$ cat src/rtl/addr_pair_pkg.sv
package addr_pair_pkg;

    localparam int BYTE_W = 8;
    localparam int WORD_W = 2 * BYTE_W;

    typedef enum logic [2:0] {
        AP_IDLE,
        AP_RD_HI,
        AP_WR_HI,
        AP_RD_LO,
        AP_WR_LO,
        AP_RD_IND,
        AP_WR_IND
    } ap_op_e;

    typedef struct packed {
        logic [BYTE_W-1:0] hi;
        logic [BYTE_W-1:0] lo;
        logic [BYTE_W-1:0] hold;
    } ap_state_t;

    function automatic logic [WORD_W-1:0] ap_word(input ap_state_t s);
        return {s.hi, s.lo};
    endfunction

endpackage

$ cat src/rtl/ap_decode.sv
module ap_decode
    import addr_pair_pkg::*;
#(
    parameter int              SEL_W   = 4,
    parameter logic [SEL_W-1:0] SEL_HI  = 4'b1011,
    parameter logic [SEL_W-1:0] SEL_LO  = 4'b1100,
    parameter logic [SEL_W-1:0] SEL_IND = 4'b1111
) (
    input  logic             acc_en,
    input  logic             wr_en,
    input  logic [SEL_W-1:0] sel,
    output ap_op_e           op
);
    always_comb begin
        op = AP_IDLE;
        if (acc_en) begin
            if (sel == SEL_HI)       op = wr_en ? AP_WR_HI  : AP_RD_HI;
            else if (sel == SEL_LO)  op = wr_en ? AP_WR_LO  : AP_RD_LO;
            else if (sel == SEL_IND) op = wr_en ? AP_WR_IND : AP_RD_IND;
        end
    end
endmodule

$ cat src/rtl/ap_ripple.sv
module ap_ripple #(
    parameter int W = 16
) (
    input  logic [W-1:0] val,
    output logic [W-1:0] inc,
    output logic [W-1:0] dec
);
    logic [W:0] carry;
    logic [W:0] borrow;

    assign carry[0]  = 1'b1;
    assign borrow[0] = 1'b1;

    for (genvar i = 0; i < W; i++) begin : g_bit
        assign inc[i]      = val[i] ^ carry[i];
        assign carry[i+1]  = val[i] & carry[i];
        assign dec[i]      = val[i] ^ borrow[i];
        assign borrow[i+1] = ~val[i] & borrow[i];
    end
endmodule

$ cat src/rtl/ap_store.sv
module ap_store
    import addr_pair_pkg::*;
(
    input  logic              clk,
    input  logic              rst,
    input  ap_op_e            op,
    input  logic [BYTE_W-1:0] din,
    input  logic [WORD_W-1:0] inc,
    input  logic [WORD_W-1:0] dec,
    output ap_state_t         st
);
    always_ff @(posedge clk) begin
        if (rst) begin
            st <= '0;
        end else begin
            unique case (op)
                AP_WR_HI:  st.hold <= din;
                AP_WR_LO: begin
                    st.lo <= din;
                    st.hi <= st.hold;
                end
                AP_RD_LO:  st.hold <= st.hi;
                AP_RD_IND: {st.hi, st.lo} <= inc;
                AP_WR_IND: {st.hi, st.lo} <= dec;
                default:   st <= st;
            endcase
        end
    end
endmodule

$ cat src/rtl/addr_pair_reg.sv
module addr_pair_reg
    import addr_pair_pkg::*;
#(
    parameter int               SEL_W   = 4,
    parameter logic [SEL_W-1:0] SEL_HI  = 4'b1011,
    parameter logic [SEL_W-1:0] SEL_LO  = 4'b1100,
    parameter logic [SEL_W-1:0] SEL_IND = 4'b1111
) (
    input  logic              clk,
    input  logic              rst,
    input  logic              acc_en,
    input  logic              wr_en,
    input  logic [SEL_W-1:0]  sel,
    input  logic [BYTE_W-1:0] din,
    output logic [BYTE_W-1:0] dout,
    output logic [WORD_W-1:0] addr,
    output logic              mem_rd,
    output logic              mem_wr
);
    ap_op_e            op;
    ap_state_t         st;
    logic [WORD_W-1:0] cur;
    logic [WORD_W-1:0] nxt_up;
    logic [WORD_W-1:0] nxt_dn;

    ap_decode #(
        .SEL_W  (SEL_W),
        .SEL_HI (SEL_HI),
        .SEL_LO (SEL_LO),
        .SEL_IND(SEL_IND)
    ) u_decode (
        .acc_en(acc_en),
        .wr_en (wr_en),
        .sel   (sel),
        .op    (op)
    );

    assign cur = ap_word(st);

    ap_ripple #(.W(WORD_W)) u_ripple (
        .val(cur),
        .inc(nxt_up),
        .dec(nxt_dn)
    );

    ap_store u_store (
        .clk(clk),
        .rst(rst),
        .op (op),
        .din(din),
        .inc(nxt_up),
        .dec(nxt_dn),
        .st (st)
    );

    always_comb begin
        unique case (op)
            AP_RD_HI: dout = st.hold;
            AP_RD_LO: dout = st.lo;
            default:  dout = '0;
        endcase
    end

    assign addr   = (op == AP_WR_IND) ? nxt_dn : cur;
    assign mem_rd = (op == AP_RD_IND);
    assign mem_wr = (op == AP_WR_IND);
endmodule

$ cat config.mk
export PLATFORM = sky130hd
export DESIGN_NAME = addr_pair_reg
export DESIGN_NICKNAME = d
export VERILOG_FILES = /design/src/rtl/addr_pair_pkg.sv /design/src/rtl/ap_decode.sv /design/src/rtl/ap_ripple.sv /design/src/rtl/ap_store.sv /design/src/rtl/addr_pair_reg.sv
export SDC_FILE = /design/constraint.sdc
export NUM_CORES = 1
export LEC_CHECK = 0
export CAP_MARGIN = 20
export CORE_MARGIN = 2
export CORE_UTILIZATION = 45
export DETAILED_ROUTE_END_ITERATION = 8
export PLACE_DENSITY = 0.73
export REMOVE_ABC_BUFFERS = 1
export SLEW_MARGIN = 20
export SYNTH_ARGS = -nofsm -noshare
export SYNTH_HDL_FRONTEND = slang
export SYNTH_SLANG_ARGS = --single-unit
$ cat constraint.sdc
create_clock -name clk -period 8.9 [get_ports clk]
set_input_delay 2.225 -clock clk [delete_from_list [all_inputs] [get_ports clk]]
set_output_delay 2.225 -clock clk [all_outputs]
set_load 0.01 [all_outputs]
# Word level (Yosys, flattened, before mapping)
# Cells that the tools add are included.
# Widths: inputs -> output; s select.
[totals] latch_bits=0 ff_bits=24 romBits=0 out_inout_bits=26 input_bits=16 word_cells=98 memories=0 ram_bits=0
[classes] reduce_logical=2 shift=0 muxes=11 n_mul=0 n_eq_ne=9 n_div=0 add_sub_neg=0 bitwise_logic=73 n_lt_le_gt_ge=0
[op_table] op="$pmux 16 s3" count=1
[op_table] op="$pmux 8 s2" count=2
[op_table] op="$xor 1x1->1" count=30
[op_table] op="$and 1x1->1" count=28
[op_table] op="$mux 16" count=1
[op_table] op="$mux 3" count=5
[op_table] op="$not 1->1" count=15
[op_table] op="$eq 4x4->1 const B" count=3
[op_table] op="$eq 3x3->1 const B" count=3
[op_table] op="$eq 3x2->1 const B" count=2
[op_table] op="$mux 2" count=2
[op_table] op="$eq 3x1->1 const B" count=1
[op_table] op="$reduce_bool 3->1" count=1
[op_table] op="$reduce_bool 2->1" count=1

# Longest topological paths before layout
# Gate-level depths: netlist (run 1).
[depth] depth_word=17 mapped_depth=19 ltp_nobuf=19

# Hierarchy
# A second synthesis (run 1) with hierarchy kept.
[unflattened] hier_cells=246 hier_area_um2=2149.6
[by_module_without_submodules] module="ap_store" seq_area_each_um2=480.5 cells_each=137 area_each_um2=1213.7 n_inst=1
[by_module_without_submodules] module="ap_ripple" seq_area_each_um2=0.0 cells_each=60 area_each_um2=484.2 n_inst=1
[by_module_without_submodules] module="addr_pair_reg" seq_area_each_um2=0.0 cells_each=39 area_each_um2=389.1 n_inst=1
[by_module_without_submodules] module="ap_decode" seq_area_each_um2=0.0 cells_each=10 area_each_um2=62.6 n_inst=1

# Worst setup path after synthesis (run 1)
# Ideal clock, no wire load.
[synth_timing] path_type="in2out" startpoint="input port sel[0]" endpoint="output port addr[0]" t_required_ns=6.675 t_arrival_ns=3.678 path_buffers=2 path_slack_ns=2.997 stages=6 path_cell_list="buf_2 > nand3_1 > nor2_1 > clkbuf_1 > ha_1 > inv_1"
[synth_via] elab_chain_cells=7 word_cells_on_any_way=9 classes_between="eq/ne: 4; mux: 5"
[synth_rtl] item="from (decl)" line_no="addr_pair_reg.sv:13" text="input logic [SEL_W-1:0] sel,"
[synth_rtl] item="$eq 4x4->1" line_no="ap_decode.sv:19" text="else if (sel == SEL_IND) op = wr_en ? AP_WR_IND : AP_RD_IND;"
[synth_rtl] item="$mux 3" line_no="ap_decode.sv:19"
[synth_rtl] item="$mux 3" line_no="ap_decode.sv:18" text="else if (sel == SEL_LO) op = wr_en ? AP_WR_LO : AP_RD_LO;"
[synth_rtl] item="$mux 3 (*)" line_no="ap_decode.sv:17" text="if (sel == SEL_HI) op = wr_en ? AP_WR_HI : AP_RD_HI;"
[synth_rtl] item="$mux 3 (*)" line_no="ap_decode.sv:16" text="if (acc_en) begin"
[synth_rtl] item="$eq 3x3->1 (*)"
[synth_rtl] item="named net mem_wr" line_no="addr_pair_reg.sv:18" text="output logic mem_wr"
[synth_rtl] item="$mux 16 (*)" line_no="addr_pair_reg.sv:64" text="assign addr = (op == AP_WR_IND) ? nxt_dn : cur;"
[synth_rtl] item="to (decl)" line_no="addr_pair_reg.sv:16" text="output logic [WORD_W-1:0] addr,"
# The timed path passes the listed nets; every way through them passes the cells marked *.

# Worst setup path after layout (run 1)
[layout_timing] startpoint="input port wr_en" endpoint="output port addr[0]"
[layout_via] elab_chain_cells=7 word_cells_on_any_way=9 classes_between="eq/ne: 1; mux: 8"
[layout_rtl] item="from (decl)" line_no="addr_pair_reg.sv:12" text="input logic wr_en,"
[layout_rtl] item="$mux 2" line_no="ap_decode.sv:17, ap_decode.sv:19"
[layout_rtl] item="$mux 3" line_no="ap_decode.sv:19"
[layout_rtl] item="$mux 3" line_no="ap_decode.sv:18"
[layout_rtl] item="$mux 3 (*)" line_no="ap_decode.sv:17"
[layout_rtl] item="$mux 3 (*)" line_no="ap_decode.sv:16"
[layout_rtl] item="$eq 3x3->1 (*)" line_no="addr_pair_reg.sv:64"
[layout_rtl] item="$mux 16 (*)" line_no="addr_pair_reg.sv:64"
# Mark *: on every way between the ends. The rest lies on a longest branch, timed or not.

==> impl_metrics.sql, run 1 <==
INSERT INTO impl_metrics (metric_group, metric, value, unit) VALUES
('die', 'dieArea', '0.00488', 'mm2'),
('timing', 'min_period', '7050', 'ps'),
('critical_path', 'setup.worst_path.end_class', 'output port', ''),
('global_route', 'number_of_antenna_violations_at_the_first_check_in_global_routing', '0', ''),
('die', 'rows', '23', ''),
('cts', 'clock_tree.root_cell', 'sky130_fd_sc_hd__clkbuf_8', ''),
('critical_path', 'crit_start', 'wr_en', ''),
('logic_synthesis', 'synthXorXnorAreaFrac', '0.448', '%'),
('cells_and_area', 'layout.cells.most_common', 'sky130_fd_sc_hd__clkdlybuf4s50_1', ''),
('logic_synthesis', 'postSynthAreaPerCell', '8.64', 'um2'),
('cells_and_area', 'top_regs', 'u_store.st: 24 flops', ''),
('logic_synthesis', 'post_synth_fa_ha_maj_area_fraction', '18.6', '%'),
('place', 'detailedPlacementHpwl', '3590', 'um'),
('logic_synthesis', 'synth_top_area_share', '24.6', '%'),
('cells_and_area', 'area_growth_syn_to_layout', '24.6', '%'),
('power_and_ir_drop', 'largest_voltage_drop_on_the_vdd_net', '0.0896', 'mV'),
('critical_path', 'worst_path_dominant_cell_family', 'buffers and inverters', ''),
('power_and_ir_drop', 'design_power_total', '265', 'uW'),
('cts', 'clock_path_buffers', '2', ''),
('critical_path', 'setup.worst_path.class', 'in2out', ''),
('cells_and_area', 'layout.cell_area.non_filler', '0.00243', 'mm2'),
('logic_synthesis', 'synth-warning-count', '0', ''),
('logic_synthesis', 'post_synth_instance_area', '0.00195', 'mm2'),
('timing', 'tns', '0', 'ps'),
('route', 'antenna_violating_nets_remaining', '0', ''),
('critical_path', 'timing.rr.start', 'u_store.st[8]', ''),
('cells_and_area', 'insertedDiodeCount', '0', ''),
('timing', 'timing_hold_violations_final', '0', ''),
('logic_synthesis', 'synth_top_cells_by_area', 'sky130_fd_sc_hd__dfxtp_1, sky130_fd_sc_hd__ha_1, sky130_fd_sc_hd__a21oi_1', ''),
('logic_synthesis', 'netlist_instances', '226', ''),
('critical_path', 'maximum_fanout_count_along_the_critical_path', '17', ''),
('place', 'placement.cell_area', '0.00236', 'mm2'),
('critical_path', 'critical_path.cell_chain', 'clkdlybuf4s50_1 > nand3_1 > nor2_1 > ha_1 > inv_1 > clkdlybuf4s50_1', ''),
('timing', 'setup_repair_after_global_routing_missed_its_margin', 'no', ''),
('logic_synthesis', 'synth_top_area_cell', 'sky130_fd_sc_hd__dfxtp_1', ''),
('cts', 'holdBufCountCts', '0', ''),
('route', 'met3RoutedLength', '232', 'um'),
('logic_synthesis', 'synth.lib_cells_used.distinct', '38', ''),
('cts', 'tritoncts', 'yes', ''),
('cells_and_area', 'fillers', '384', ''),
('run_status', 'run_status', 'complete, no violations', ''),
('die', 'design.core.area', '0.00409', 'mm2'),
('die', 'die_y', '69.9', 'um'),
('cts', 'h-tree-depth', '1', ''),
('timing', 'worstMarginPinSlew', '1000', 'ps'),
('logic_synthesis', 'postSynth.topFlopCell', 'sky130_fd_sc_hd__dfxtp_1', ''),
('critical_path', 'most_common_cell_on_crit_path', 'sky130_fd_sc_hd__clkdlybuf4s50_1', ''),
('job', 'drv_cap', '0', ''),
('global_route', 'overall_routing_resource_usage', '21.0', '%'),
('critical_path', 'timing.critical_path.buf_inv', '3', ''),
('route', 'wl_met2', '2330', 'um'),
('logic_synthesis', 'asyncSetResetFlopFracSynth', '0', '%'),
('min_path', 'worst_hold_startpoint', 'u_store.st[8]', ''),
('logic_synthesis', 'synth.area.mux_share', '4.10', '%'),
('route', 'top_layer_used', 'met4', ''),
('critical_path', 'slowest_delay', '690', 'ps'),
('global_route', 'grt_pass1_vias', '1807', ''),
('timing', 'layout_worst_path_cycle_share', '79.2', '%'),
('logic_synthesis', 'synth_edf_count', '0', ''),
('logic_synthesis', 'synth-compound-area-share', '30.1', '%'),
('logic_synthesis', 'share_of_synthesized_area_occupied_by_flip_flops_and_latches', '24.6', '%'),
('logic_synthesis', 'synthSimpleGateAreaFrac', '14.5', '%'),
('min_path', 'type_of_the_most_critical_hold_path', 'reg2reg', ''),
('logic_synthesis', 'synth_top_family_by_area', 'compound AO/OA/AOI/OAI gates', ''),
('cells_and_area', 'finalNetCount', '304', ''),
('global_route', 'grt_pass1_wl', '8490', 'um'),
('timing', 'final_max_slew_viol_count', '0', ''),
('critical_path', 'worst_ep_required_time', '6680', 'ps'),
('timing', 'max_slew_margin', '33.0', '%'),
('die', 'die_width', '69.9', 'um'),
('route', 'vias_per_cell', '5.95', '');
cells by family after synthesis:
family                     Yosys count
adders and majority gates           29
DFF                                 24
xor gates and xnor gates             1
and+or+nand+nor                     50
buffers and inverters               33
AOI/OAI and AO/OA                   81
muxes                                8
final timing paths:
| kind | to | cells after the start | slack (ps) |
|---|---|---|---|
| max | addr[0] | 6 | 1850 |
| min | u_store.st[8] | 2 | 500 |
| max reg2reg | u_store.st[23] | 19 | 4980 |
| min reg2reg | u_store.st[8] | 2 | 500 |
layout make-up:
type	count	share of cell area, %
tap	50	2.57
timing repair buffer	44	17.8
sequential	24	19.7
clock buffer	3	1.70
clock inverter	1	1.23
multi-input combinational	169	54.3
inverter	17	2.62
layer usage:
layer  vias to the layer above  GRT usage (%)
met4                         0           5.56
met2                        48           33.1
met3                         4           4.18
li1                        921              -
met5                         -              0
met1                       859           29.1
cells in the mapped netlist (4+ instances only):
cell type	instances
sky130_fd_sc_hd__o21bai_1	13
sky130_fd_sc_hd__nand2_1	4
sky130_fd_sc_hd__a211oi_1	7
sky130_fd_sc_hd__mux2i_1	8
sky130_fd_sc_hd__clkbuf_1	9
sky130_fd_sc_hd__a21oi_1	29
sky130_fd_sc_hd__a221oi_1	13
sky130_fd_sc_hd__a22o_1	8
sky130_fd_sc_hd__nor2_1	15
sky130_fd_sc_hd__nor3_1	15
sky130_fd_sc_hd__inv_1	17
sky130_fd_sc_hd__dfxtp_1	24
sky130_fd_sc_hd__ha_1	29
report_power, final:
| part | internal [mW] | total, mW | switching, mW |
|---|---|---|---|
| logic | 0.0246 | 0.0522 | 0.0276 |
| clock network | 0.0603 | 0.100 | 0.0399 |
| registers | 0.110 | 0.113 | 0.00236 |
| total | 0.195 | 0.265 | 0.0699 |
tightest hold or removal path: cells and delay by family (launching register included):
| kind | cells | cell delay [ps] |
|---|---|---|
| AND/OR/NAND/NOR | 1 | 60 |
| AO/OA/AOI/OAI | 1 | 50 |
| flip-flops | 1 | 340 |
metrics by stage:
| stage | cells | utilization, % | hold WS [ps] |
|---|---|---|---|
| CTS | 308 | 59.6 | 501 |
| global placement | 304 | 57.8 | 486 |
| global route | 308 | 59.6 | 540 |
| finish | 308 | 59.6 | 498 |
| floorplan | 210 | - | 460 |
| detailed placement | 304 | 57.8 | 491 |
No activity file was read; power rests on OpenSTA's default activity.
==> inputs of run 2 (changes only) <==
==> constraint.sdc (replaced) <==
create_clock -name clk -period 7 [get_ports clk]
set_input_delay 1.75 -clock clk [delete_from_list [all_inputs] [get_ports clk]]
set_output_delay 1.75 -clock clk [all_outputs]
set_load 0.01 [all_outputs]
==> run 2 against run 1 <==
- setup slack got worse by 950 ps
- highest routed layer unchanged
- clock skew decreased by 3.2 ps
- register-to-register slack got worse by 1900 ps
- first-iteration DRC count increased by 55%
- clock power about the same
- sequential cell count unchanged
==> impl_metrics.sql, run 2 (synthesis results as in run 1) <==
INSERT INTO impl_metrics (metric_group, metric, value, unit) VALUES
('run_status', 'run_status', 'complete, no violations', ''),
('cells_and_area', 'finalNonFillerCells', '309', ''),
('critical_path', 'critical_path.startpoint_type', 'flip-flop', ''),
('cells_and_area', 'largest_reg_flops', '24', ''),
('place', 'io_buffers', '41', ''),
('cts', 'cts_resized', '0', ''),
('route', 'drt_drc_violations_left', '0', ''),
('timing', 'timing_hold_violations_final', '0', ''),
('global_route', 'grt_pass1_vias', '1761', ''),
('cells_and_area', 'fillers', '382', ''),
('timing', 'max_slew_margin', '31.3', '%'),
('cts', 'insertion_delay', '270', 'ps'),
('cts', 'cts_sinks', '24', ''),
('place', 'detailedPlacementHpwl', '3560', 'um'),
('cts', 'clk_pin_slew_worst_paths', '90', 'ps'),
('die', 'die_y', '69.9', 'um'),
('global_route', 'grt_overflow', '0', ''),
('cells_and_area', 'leading_cell_types_in_the_layout_fill_and_taps_excluded', 'sky130_fd_sc_hd__clkdlybuf4s50_1, sky130_fd_sc_hd__a21oi_1, sky130_fd_sc_hd__ha_1', ''),
('timing', 'maxClockFrequency', '164', 'MHz'),
('job', 'drv_cap', '0', ''),
('cells_and_area', 'area.sequential', '480', 'um2'),
('cts', 'h-tree-depth', '1', ''),
('die', 'design.core.area', '0.00409', 'mm2'),
('critical_path', 'worst_ep_required_time', '5250', 'ps'),
('min_path', 'type_of_the_most_critical_hold_path', 'reg2reg', ''),
('critical_path', 'setup.worst_path.class', 'reg2out', ''),
('cells_and_area', 'insertedDiodeCount', '0', ''),
('die', 'die_width', '69.9', 'um'),
('route', 'drt-initial-drc-count', '146', ''),
('route', 'dr_pass1_iterations', '4', ''),
('cts', 'holdBufCountCts', '0', ''),
('power_and_ir_drop', 'leakage', '0.915', 'nW'),
('route', 'avgRoutedWirePerCell', '16.1', 'um'),
('timing', 'setup_repair_after_global_routing_missed_its_margin', 'no', ''),
('timing', 'setup-violations-final', '0', ''),
('cts', 'clock_tree.root_cell', 'sky130_fd_sc_hd__clkbuf_8', ''),
('route', 'total_via_count_after_detailed_routing', '1851', ''),
('die', 'rows', '23', ''),
('critical_path', 'setup.worst_path.end_class', 'output port', ''),
('global_route', 'maximum_number_of_pins_on_one_net_before_global_route_repair', '32', ''),
('cells_and_area', 'top_regs', 'u_store.st: 24 flops', ''),
('timing', 'final_max_slew_viol_count', '0', ''),
('power_and_ir_drop', 'design_power_total', '307', 'uW'),
('route', 'routed_wl', '4990', 'um'),
('place', 'place.detailed.instances', '305', ''),
('timing', 'min_period', '6110', 'ps'),
('die', 'num_io_pins', '42', ''),
('cts', 'tritoncts', 'yes', ''),
('critical_path', 'worst_ep_arrival_time', '4360', 'ps'),
('cells_and_area', 'finalNetCount', '305', ''),
('place', 'place.gp.congestion', '0.816', ''),
('timing', 'skew', '1.49', 'ps'),
('power_and_ir_drop', 'largest_voltage_drop_on_the_vdd_net', '0.105', 'mV'),
('global_route', 'number_of_antenna_violations_at_the_first_check_in_global_routing', '0', ''),
('timing', 'tns', '0', 'ps'),
('cells_and_area', 'layout.cells.most_common', 'sky130_fd_sc_hd__clkdlybuf4s50_1', ''),
('route', 'vias_per_cell', '5.99', ''),
('critical_path', 'maximum_fanout_count_along_the_critical_path', '4', ''),
('cells_and_area', 'final_layout_size_suffix_gt1_share', '5.41', '%'),
('cells_and_area', 'combined_area_of_the_multi_input_logic_cells', '0.00132', 'mm2'),
('die', 'dieArea', '0.00488', 'mm2'),
('timing', 'worstMarginPinSlew', '1030', 'ps'),
('cells_and_area', 'area_growth_syn_to_layout', '24.2', '%'),
('power_and_ir_drop', 'cellPowerDensity', '127', 'mW/mm2'),
('cts', 'cts_buffers', '3', ''),
('cts', 'number_of_buffers_inserted_to_repair_setup_after_cts', '0', ''),
('die', 'initial_core_util', '47.8', '%'),
('cts', 'clock_path_buffers', '2', ''),
('global_route', 'grt_pass1_wl', '8540', 'um'),
('timing', 'layout_worst_path_cycle_share', '87.2', '%'),
('cells_and_area', 'largest_register', 'u_store.st', ''),
('global_route', 'overall_routing_resource_usage', '21.4', '%'),
('route', 'antenna_violating_nets_remaining', '0', '');
run 2: changes by cell type in the layout (fill, tap and decap cells not counted):
cell and change:
sky130_fd_sc_hd__buf_4 +1, sky130_fd_sc_hd__bufinv_16 -1, sky130_fd_sc_hd__clkbuf_8 +1
run 2: layout make-up:
class	count	share of cell area [%]
multi-input cells	169	54.5
inverters	17	2.63
well taps	50	2.58
clock buffers	4	2.27
repair buffers	45	18.2
flip-flops and latches	24	19.8
run 2: stage by stage:
stage	cell area, um2	hold slack, ps	setup WS [ps]	utilization (%)
after floorplan	1870	460	1930	-
after global placement	2370	486	1020	58.0
after detailed placement	2370	491	1010	58.0
after CTS	2420	501	851	59.3
after global routing	2420	530	669	59.3
final	2420	498	895	59.3
run 2: final timing paths:
check | slack (ps) | cells after the start | startpoint | end
max | 890 | 18 | u_store.st[8] | addr[14]
min reg2reg | 500 | 2 | u_store.st[8] | u_store.st[8]
max reg2reg | 3110 | 19 | u_store.st[8] | u_store.st[23]
min | 500 | 2 | u_store.st[8] | u_store.st[8]
run 2: layer usage:
metal / global-route usage, % / share of wire [%]
met1: 29.7 / 46
met2: 34.7 / 47
met3: 3.32 / 5.3
met4: 5.13 / 0.84
met5: 0 / 0
run 2: worst max-delay path, stage by stage (launching register included):
cell and delay [ps]:
sky130_fd_sc_hd__dfxtp_1 380, sky130_fd_sc_hd__inv_1 90, sky130_fd_sc_hd__ha_1 210, sky130_fd_sc_hd__ha_1 180
sky130_fd_sc_hd__ha_1 200, sky130_fd_sc_hd__ha_1 190, sky130_fd_sc_hd__ha_1 190, sky130_fd_sc_hd__ha_1 190
sky130_fd_sc_hd__ha_1 190, sky130_fd_sc_hd__ha_1 190, sky130_fd_sc_hd__ha_1 180, sky130_fd_sc_hd__ha_1 180
sky130_fd_sc_hd__ha_1 180, sky130_fd_sc_hd__ha_1 190, sky130_fd_sc_hd__ha_1 190, sky130_fd_sc_hd__ha_1 260
sky130_fd_sc_hd__nor3_1 230, sky130_fd_sc_hd__o21bai_1 140, sky130_fd_sc_hd__clkdlybuf4s50_1 550
run 2: power by group:
group          switching (mW)  internal [mW]  leakage, nW  total (mW)
registers             0.00312          0.140        0.194       0.143
clock network          0.0482         0.0503       0.0288      0.0985
logic                  0.0343         0.0311        0.692      0.0653
total                  0.0856          0.221        0.915       0.307
